<file path="src/rtl/ddr2_xmr_pkg.sv">
// Package: shared command encodings and state types for the extended
// mode register sequencer. Assumes the usual DDR2 active-low command pins.
package ddr2_xmr_pkg;

    // Command pin bundle in the order chip select, row, column, write
    typedef struct packed {
        logic cs_n;
        logic ras_n;
        logic cas_n;
        logic we_n;
    } cmd_pins_t;

    localparam cmd_pins_t CMD_NOP = 4'b0111;
    localparam cmd_pins_t CMD_MRS = 4'b0000;

    // Row address bit that carries the high-temperature refresh rate flag
    localparam int HTS_BIT = 7;

    typedef enum logic {
        XMR_TWO   = 1'b0,
        XMR_THREE = 1'b1
    } xmr_sel_e;

    typedef enum logic {
        ISS_IDLE = 1'b0,
        ISS_WAIT = 1'b1
    } iss_state_e;

    typedef enum logic [1:0] {
        DLL_OFF     = 2'd0,
        DLL_LOCKING = 2'd1,
        DLL_LOCKED  = 2'd2
    } dll_state_e;

endpackage

</file>
<file path="src/rtl/xmr_cmd_enc.sv">
// Module: xmr_cmd_enc
// Builds the bank and row address of an extended register write from the
// request fields. Purely combinational. Assumes ROW_W > HTS_BIT.
module xmr_cmd_enc
    import ddr2_xmr_pkg::*;
#(
    parameter int ROW_W = 13
) (
    input  logic             sel,
    input  logic             hts,
    output logic [1:0]       ba,
    output logic [ROW_W-1:0] addr
);

    // Bank select is 1x with x the register choice; only register two carries a flag
    always_comb begin
        ba   = {1'b1, sel};
        addr = '0;
        if (xmr_sel_e'(sel) == XMR_TWO) begin
            addr[HTS_BIT] = hts;
        end
    end

endmodule

</file>
<file path="src/rtl/xmr_issue.sv">
// Module: xmr_issue
// Accepts an extended register request when the device is idle and
// powered up, drives one mode register write cycle, waits T_MRD cycles and
// pulses done. Assumes req_valid is held until the command appears.
module xmr_issue
    import ddr2_xmr_pkg::*;
#(
    parameter int ROW_W = 13,
    parameter int T_MRD = 2
) (
    input  logic             clk,
    input  logic             rst_n,
    input  logic             req_valid,
    input  logic             req_sel,
    input  logic             all_banks_idle,
    input  logic             cke_high,
    input  logic [1:0]       enc_ba,
    input  logic [ROW_W-1:0] enc_addr,
    output cmd_pins_t        pins,
    output logic [1:0]       ba,
    output logic [ROW_W-1:0] addr,
    output logic             busy,
    output logic             done,
    output logic             init_done
);

    localparam int MRD_W = (T_MRD > 1) ? $clog2(T_MRD) : 1;
    localparam int GAP_W = $clog2(T_MRD + 2);

    iss_state_e       state;
    logic [MRD_W-1:0] wait_cnt;
    xmr_sel_e         last_sel;
    logic             accept;
    logic             finish;

    assign accept = (state == ISS_IDLE) && req_valid && all_banks_idle && cke_high;
    assign finish = (state == ISS_WAIT) && (wait_cnt == MRD_W'(T_MRD - 1));
    assign busy   = (state == ISS_WAIT);

    // Issue state and cycle-time counter
    always_ff @(posedge clk) begin
        if (!rst_n) begin
            state    <= ISS_IDLE;
            wait_cnt <= '0;
            last_sel <= XMR_TWO;
        end else if (accept) begin
            state    <= ISS_WAIT;
            wait_cnt <= '0;
            last_sel <= xmr_sel_e'(req_sel);
        end else if (finish) begin
            state    <= ISS_IDLE;
        end else if (state == ISS_WAIT) begin
            wait_cnt <= wait_cnt + 1'b1;
        end
    end

    // Registered command pins: one write cycle on accept, otherwise no-op
    always_ff @(posedge clk) begin
        if (!rst_n || !accept) begin
            pins <= CMD_NOP;
            ba   <= '0;
            addr <= '0;
        end else begin
            pins <= CMD_MRS;
            ba   <= enc_ba;
            addr <= enc_addr;
        end
    end

    // Completion pulse and sticky initialization flag
    always_ff @(posedge clk) begin
        if (!rst_n) begin
            done      <= 1'b0;
            init_done <= 1'b0;
        end else begin
            done      <= finish;
            init_done <= init_done || (finish && last_sel == XMR_TWO);
        end
    end

    // Checker-only count of cycles since the last write cycle, saturating
    logic [GAP_W-1:0] gap_cnt;
    always_ff @(posedge clk) begin
        if (!rst_n) begin
            gap_cnt <= GAP_W'(T_MRD + 1);
        end else if (pins == CMD_MRS) begin
            gap_cnt <= GAP_W'(1);
        end else if (gap_cnt != GAP_W'(T_MRD + 1)) begin
            gap_cnt <= gap_cnt + 1'b1;
        end
    end

    AST_MRS_ONE_CYCLE: assert property (@(posedge clk) disable iff (!rst_n)
        (pins == CMD_MRS) |=> (pins == CMD_NOP));
    AST_MRS_GATED: assert property (@(posedge clk) disable iff (!rst_n)
        (pins == CMD_MRS) |-> $past(all_banks_idle && cke_high));
    AST_REG3_ZERO: assert property (@(posedge clk) disable iff (!rst_n)
        (pins == CMD_MRS && ba == 2'b11) |-> (addr == '0));
    AST_REG2_FIELD: assert property (@(posedge clk) disable iff (!rst_n)
        (pins == CMD_MRS && ba == 2'b10) |-> ((addr & ~(ROW_W'(1) << HTS_BIT)) == '0));
    AST_DONE_AFTER_MRD: assert property (@(posedge clk) disable iff (!rst_n)
        done |-> (gap_cnt == GAP_W'(T_MRD) && !busy));
    AST_INIT_STICKY: assert property (@(posedge clk) disable iff (!rst_n)
        init_done |=> init_done);

endmodule

</file>
<file path="src/rtl/xmr_dll_guard.sv">
// Module: xmr_dll_guard
// Tracks the DLL through enable, reset and self-refresh and holds read_ok
// low until LOCK_CYCLES cycles have passed since the DLL came back on.
// Assumes sr_enter, sr_exit and dll_reset are single-cycle pulses.
module xmr_dll_guard
    import ddr2_xmr_pkg::*;
#(
    parameter int LOCK_CYCLES = 200
) (
    input  logic clk,
    input  logic rst_n,
    input  logic dll_reset,
    input  logic sr_enter,
    input  logic sr_exit,
    output logic read_ok
);

    localparam int LCK_W = $clog2(LOCK_CYCLES + 2);

    dll_state_e       state;
    logic             in_sr;
    logic [LCK_W-1:0] lock_cnt;
    logic             restart;

    assign restart = sr_exit || (dll_reset && !in_sr);
    assign read_ok = (state == DLL_LOCKED);

    // Self-refresh residency flag
    always_ff @(posedge clk) begin
        if (!rst_n)        in_sr <= 1'b0;
        else if (sr_enter) in_sr <= 1'b1;
        else if (sr_exit)  in_sr <= 1'b0;
    end

    // Lock state and relock counter; entry to self-refresh has priority
    always_ff @(posedge clk) begin
        if (!rst_n) begin
            state    <= DLL_OFF;
            lock_cnt <= '0;
        end else if (sr_enter) begin
            state    <= DLL_OFF;
        end else if (restart) begin
            state    <= DLL_LOCKING;
            lock_cnt <= '0;
        end else if (state == DLL_LOCKING) begin
            if (lock_cnt == LCK_W'(LOCK_CYCLES - 1)) state <= DLL_LOCKED;
            else                                     lock_cnt <= lock_cnt + 1'b1;
        end
    end

    // Checker-only count of cycles since the last DLL on event at the ports
    logic [LCK_W-1:0] since_on;
    always_ff @(posedge clk) begin
        if (!rst_n) begin
            since_on <= '0;
        end else if (sr_exit || dll_reset) begin
            since_on <= '0;
        end else if (since_on != LCK_W'(LOCK_CYCLES + 1)) begin
            since_on <= since_on + 1'b1;
        end
    end

    AST_SR_BLOCKS_READ: assert property (@(posedge clk) disable iff (!rst_n)
        sr_enter |=> !read_ok);
    AST_LOCK_WINDOW: assert property (@(posedge clk) disable iff (!rst_n)
        $rose(read_ok) |-> (since_on == LCK_W'(LOCK_CYCLES)));

endmodule

</file>
<file path="src/rtl/ddr2_xmr_seq.sv">
// Module: ddr2_xmr_seq
// Top of the extended mode register sequencer: request encoder, command
// issue with cycle-time wait, and DLL relock guard for reads.
// Assumes one client and a single rank.
module ddr2_xmr_seq
    import ddr2_xmr_pkg::*;
#(
    parameter int ROW_W       = 13,
    parameter int T_MRD       = 2,
    parameter int LOCK_CYCLES = 200
) (
    input  logic             clk,
    input  logic             rst_n,
    input  logic             req_valid,
    input  logic             req_sel,
    input  logic             req_hts,
    input  logic             all_banks_idle,
    input  logic             cke_high,
    input  logic             dll_reset,
    input  logic             sr_enter,
    input  logic             sr_exit,
    output logic             cmd_cs_n,
    output logic             cmd_ras_n,
    output logic             cmd_cas_n,
    output logic             cmd_we_n,
    output logic [1:0]       cmd_ba,
    output logic [ROW_W-1:0] cmd_addr,
    output logic             busy,
    output logic             done,
    output logic             init_done,
    output logic             read_ok
);

    logic [1:0]       enc_ba;
    logic [ROW_W-1:0] enc_addr;
    cmd_pins_t        pins;

    xmr_cmd_enc #(.ROW_W(ROW_W)) u_enc (
        .sel  (req_sel),
        .hts  (req_hts),
        .ba   (enc_ba),
        .addr (enc_addr)
    );

    xmr_issue #(.ROW_W(ROW_W), .T_MRD(T_MRD)) u_issue (
        .clk            (clk),
        .rst_n          (rst_n),
        .req_valid      (req_valid),
        .req_sel        (req_sel),
        .all_banks_idle (all_banks_idle),
        .cke_high       (cke_high),
        .enc_ba         (enc_ba),
        .enc_addr       (enc_addr),
        .pins           (pins),
        .ba             (cmd_ba),
        .addr           (cmd_addr),
        .busy           (busy),
        .done           (done),
        .init_done      (init_done)
    );

    xmr_dll_guard #(.LOCK_CYCLES(LOCK_CYCLES)) u_dll (
        .clk       (clk),
        .rst_n     (rst_n),
        .dll_reset (dll_reset),
        .sr_enter  (sr_enter),
        .sr_exit   (sr_exit),
        .read_ok   (read_ok)
    );

    assign cmd_cs_n  = pins.cs_n;
    assign cmd_ras_n = pins.ras_n;
    assign cmd_cas_n = pins.cas_n;
    assign cmd_we_n  = pins.we_n;

endmodule

</file>
<file path="config.mk">
export PLATFORM = sky130hd
export DESIGN_NAME = ddr2_xmr_seq
export DESIGN_NICKNAME = d
export VERILOG_FILES = /design/src/rtl/ddr2_xmr_pkg.sv /design/src/rtl/xmr_cmd_enc.sv /design/src/rtl/xmr_issue.sv /design/src/rtl/xmr_dll_guard.sv /design/src/rtl/ddr2_xmr_seq.sv
export SDC_FILE = /design/constraint.sdc
export NUM_CORES = 1
export LEC_CHECK = 0
export BUFFER_PORTS_ARGS = -buffer_cell sky130_fd_sc_hd__buf_2
export CORE_MARGIN = 2
export CORE_UTILIZATION = 53
export CTS_CLUSTER_DIAMETER = 80
export DETAILED_ROUTE_END_ITERATION = 8
export PLACE_DENSITY = 0.84
export SYNTH_ARGS = -nofsm -noshare
export SYNTH_HDL_FRONTEND = slang
export SYNTH_SLANG_ARGS = --single-unit
</file>
<file path="constraint.sdc">
create_clock -name clk -period 4.3 [get_ports clk]
set_clock_uncertainty 0.15 [all_clocks]
set_input_delay 0 -clock clk [delete_from_list [all_inputs] [get_ports clk]]
set_output_delay 0 -clock clk [all_outputs]
set_load 0.03 [all_outputs]
</file>
* After elaboration in Yosys (flattened, before gate mapping)
Cells that the tools add are included.
Operators by class: add/sub/neg operators 2, equality and inequality tests 4, multiplexer cells 12, bitwise gates (word level) 5, reductions and logical operators 24
Operators with widths (number):
- $mux 8 | 3
- $add 8x1->8 const B | 1
- $eq 8x8->1 const B | 1
- $reduce_bool 2->1 | 4
- $mux 1 | 7
- $logic_and 1x1->1 | 6
- $reduce_and 2->1 | 3
- $reduce_or 2->1 | 3
- $not 1->1 | 5
- $logic_not 1->1 | 3
- $logic_or 1x1->1 | 3
- $mux 3 | 1
- $reduce_and 3->1 | 1
- $reduce_or 3->1 | 1
- $eq 2x1->1 const B | 1
- $eq 2x2->1 const B | 1
- $mux 2 | 1
- $ne 2x1->1 const B | 1
- $add 1x1->1 const B | 1
Storage, ports and cells: flip-flop bits (word level) 34, input port bits 10

* Logic depth before layout (Yosys ltp)
depth after elaboration 7, depth in mapped cells 5, mapped depth without buffers 5

* By module
From an unflattened synthesis, not the netlist that was laid out.
Second synthesis, totals: cell total of the unflattened synthesis 160, area, all modules 1506.4 um^2
Modules (own cells, without submodules):
- xmr_issue | instances 1, cells an instance 70, area each 760.7 um^2
- xmr_dll_guard | instances 1, cells an instance 73, area each 619.3 um^2
- xmr_cmd_enc | instances 1, cells an instance 17, area each 126.4 um^2

* Worst setup path before layout
No wires, ideal clock.
kind register to register, from register u_dll.lock_cnt[0], to register u_dll.lock_cnt[1], setup time 0.071 ns, arrival 1.452 ns, required time 4.079 ns, setup slack 2.627 ns, cell stages (with the launch flop) 6, buffers on the path 0, period minus slack after synthesis 1.673 ns, cells stage by stage dfxtp_1 > ha_1 > or4b_4 > o21ai_2 > o211ai_1 > a21oi_1
On the way: longest elaborated chain between the ends 4, elaborated cells between the ends (all ways) 7
RTL lines:
- from (decl) | RTL line xmr_dll_guard.sv:22 | logic [LCK_W-1:0] lock_cnt;
- from (signal assigned) | RTL line xmr_dll_guard.sv:47 | else lock_cnt <= lock_cnt + 1'b1;
- $add 8x1->8 | RTL line xmr_dll_guard.sv:47
- $mux 8 | RTL line xmr_dll_guard.sv:46 | if (lock_cnt == LCK_W'(LOCK_CYCLES - 1)) state <= DLL_LOCKED;
- $mux 8 | RTL line xmr_dll_guard.sv:45 | end else if (state == DLL_LOCKING) begin
- $mux 8 | RTL line xmr_dll_guard.sv:42 | end else if (restart) begin
Several ways; a longest one is shown, not always the timed one. The select of a mux whose other input is x is not followed. A chain may end at the register's enable or synchronous reset.

* Final worst setup path
from register u_dll.lock_cnt[0], to register u_dll.lock_cnt[4]
The elaborated chain is that of the path after synthesis.

==> impl_metrics.py <==
metrics = {
    "synth": {
        "synth_area_um2": 1030,
        "synth_top_area_cell": "dfxtp_1",
        "ys_seq_area_share_pct": 38.8,
        "yosys-top-cells-area": "dfxtp_1, buf_4, nand3_1",
        "synth-main-ff-cell": "dfxtp_1",
        "netlist.area_leader.share_pct": 38.8,
        "syn_inst": 115,
        "syn-mean-instance-area_um2": 8.97,
        "synthArstFlopShare_pct": 0,
        "yosysUniqueCellTypes": 36,
        "synth_enable_flop_cells": 0,
        "synth-seq-cells": 20,
        "yosysWarnings": 0,
    },
    "floorplan": {
        "die_area_um2": 2310,
        "die_w_um": 48.1,
        "core_area_um2": 1780,
        "die_h_um": 48.1,
        "initial_utilization_pct": 57.8,
        "io_pins": 33,
        "num_rows": 15,
    },
    "sta": {
        "min_period_ps": 1910,
        "fmax_mhz": 524,
        "timing.slew.headroom_pct": 49.4,
        "tightest_slew_ps": 759,
        "rsz0062_at_grt": "no",
        "tns_ps": 0,
        "hold_viol": 0,
        "setup_viol": 0,
        "period_share_pct": 44.4,
        "slew_viol_final": 0,
    },
    "clocking": {
        "clock_path_buffers": 2,
        "cts_num_sinks": 20,
        "clk_latency_ps": 290,
        "numCtsBuffers": 3,
        "htreeDepth": 1,
        "postCtsSetupBuffers": 0,
        "clkTransAtPathRegs_ps": 110,
        "cts_tree": "yes",
        "cts_root_buf": "clkbuf_4",
    },
    "min_path": {
        "worstHoldPathType": "input pin to flip-flop",
    },
    "finish": {
        "final_common_cell": "dfxtp_1",
        "syn2layout_area_growth_pct": 13.1,
        "drive_above_1_share_pct": 25.0,
        "layout_common_cells": "dfxtp_1, buf_2, conb_1",
        "antenna_cells": 0,
        "layout.nets": 149,
    },
    "drt": {
        "wl_um": 1950,
        "drt-wirelength-per-cell_um": 12.1,
        "detail_route.drc_violations": 0,
        "dr.first_iter.drc_count": 14,
        "avgViaCountPerCell": 5.34,
        "drt_pre_antenna_iters": 4,
        "ant_nets": 0,
        "vias": 859,
    },
    "power_and_ir_drop": {
        "power.share.combinational_pct": 13.4,
        "clockPowerShare_pct": 31.0,
        "switching_share_pct": 26.5,
        "p_int_uw": 252,
        "power_leakage_nw": 0.494,
        "seqPwrFrac_pct": 55.6,
        "switchingPower_uw": 91.1,
        "ir_drop_mv": 0.223,
        "power.density_nw_per_um2": 295,
        "fin_total_pwr_uw": 344,
    },
    "global_routing": {
        "overflow": 0,
        "grt_max_degree": 19,
        "grt_pass1_vias": 739,
        "grt_use_total_pct": 18.7,
        "grt_pass1_wl_um": 3130,
        "antenna_found_initial": 0,
    },
    "placed_design": {
        "dp_hpwl_um": 1390,
        "globalplace.congestion": 0.828,
        "port_buffers": 19,
    },
    "worst_setup_path": {
        "criticalPathCategory": "flip-flop to flip-flop",
        "endpoint_kind": "flip-flop",
        "cp.required_ps": 4380,
        "arrival_ps": 1990,
        "critPathLaunchType": "flip-flop",
        "path_max_fanout": 5,
    },
    "run_status": {
        "status": "finished, final reports clean",
    },
    "flow_run": {
        "maxCapViolations": 0,
    },
}
## metrics by stage
stage	std cells	hold WS, ps	utilization, %	instance area, um2	setup slack (ps)
global placement	151	47.2	60.0	1070	2490
detailed placement	151	50.7	60.0	1070	2430
finish	161	7.03	65.4	1170	2390
global route	161	18.4	65.4	1170	2280
floorplan	127	-74.2	-	1080	2630
CTS	161	2.51	65.4	1170	2400
## sequential cells by signal, indices dropped and copies added (netlist names)
register and cells:
u_issue.last_sel 1, u_issue.ba 2, u_dll.state 2, u_issue.wait_cnt 1
u_dll.lock_cnt 8, u_dll.in_sr 1, u_issue.addr 1, u_issue.done 1
u_issue.init_done 1, u_issue.busy 1, u_issue.pins 1
## cells in the mapped netlist (2+ instances only)
| library cell | n |
|---|---|
| dfxtp_1 | 20 |
| buf_4 | 15 |
| nand3_1 | 7 |
| a21oi_1 | 6 |
| inv_1 | 6 |
| nand2_1 | 6 |
| nor2_1 | 6 |
| clkbuf_1 | 4 |
| o211ai_1 | 4 |
| a31oi_1 | 3 |
| nand4_1 | 3 |
| nand4b_1 | 3 |
| and3_1 | 2 |
| and3_2 | 2 |
| ha_1 | 2 |
| mux2i_1 | 2 |
| nand3b_1 | 2 |
| nor3b_1 | 2 |
| nor4b_1 | 2 |
| or3b_2 | 2 |
## power groups by stage
| stage | logic [mW] | registers (mW) | clock network (mW) |
|---|---|---|---|
| 6_report | 0.0460 | 0.191 | 0.107 |
| 5_1_grt | 0.0498 | 0.192 | 0.118 |
| 3_5_place_dp | 0.0418 | 0.195 | 0 |
| 3_3_place_gp | 0.0407 | 0.195 | 0 |
| 2_1_floorplan | 0.0401 | 0.198 | 0 |
| 4_1_cts | 0.0456 | 0.191 | 0.109 |
## logic make-up after synthesis
logic type      Yosys count  synth area share, %
buf+inv                  26                 15.0
fa+ha+maj                 2                 2.43
mux                       2                 1.94
simple gates             42                 26.0
compound gates           22                 15.4
other cells               1                0.364
flops                    20                 38.8
## worst paths after layout
check,to,cells past startpoint,slack [ps],startpoint
setup / recovery,u_dll.lock_cnt[4],5,2390,u_dll.lock_cnt[0]
hold / removal,u_issue.wait_cnt,3,7,req_valid
setup reg to reg,u_dll.lock_cnt[4],5,2390,u_dll.lock_cnt[0]
hold reg to reg,u_issue.init_done,1,330,u_issue.init_done
## routing by layer
metal / GRT usage [%] / up-vias / routed length [um]
met1: 24.3 / 392 / 876
li1: - / 427 / -
met2: 30.7 / 36 / 953
met4: 5.95 / 0 / 23
met5: 0 / - / 0
met3: 4.44 / 4 / 95
## layout make-up
type / count / area, um2
Inverter: 6 / 22.5
Multi-Input combinational cell: 81 / 520
Sequential cell: 20 / 400
Clock buffer: 4 / 36.3
Fill cell: 148 / 617
Timing Repair Buffer: 25 / 155
Tap cell: 25 / 31.3
## repair_timing
action	4_1_cts	5_1_grt
gates resized for setup	0	0
hold endpoints to repair	18	0
hold buffers	6	0
## critical path: stages, from the launching register on
cell      delay, ps
dfxtp_1         410
ha_1            220
or4b_4          480
o21ai_2         280
o221ai_1        150
a21oi_1         150
No activity file was read; power rests on OpenSTA's default activity.
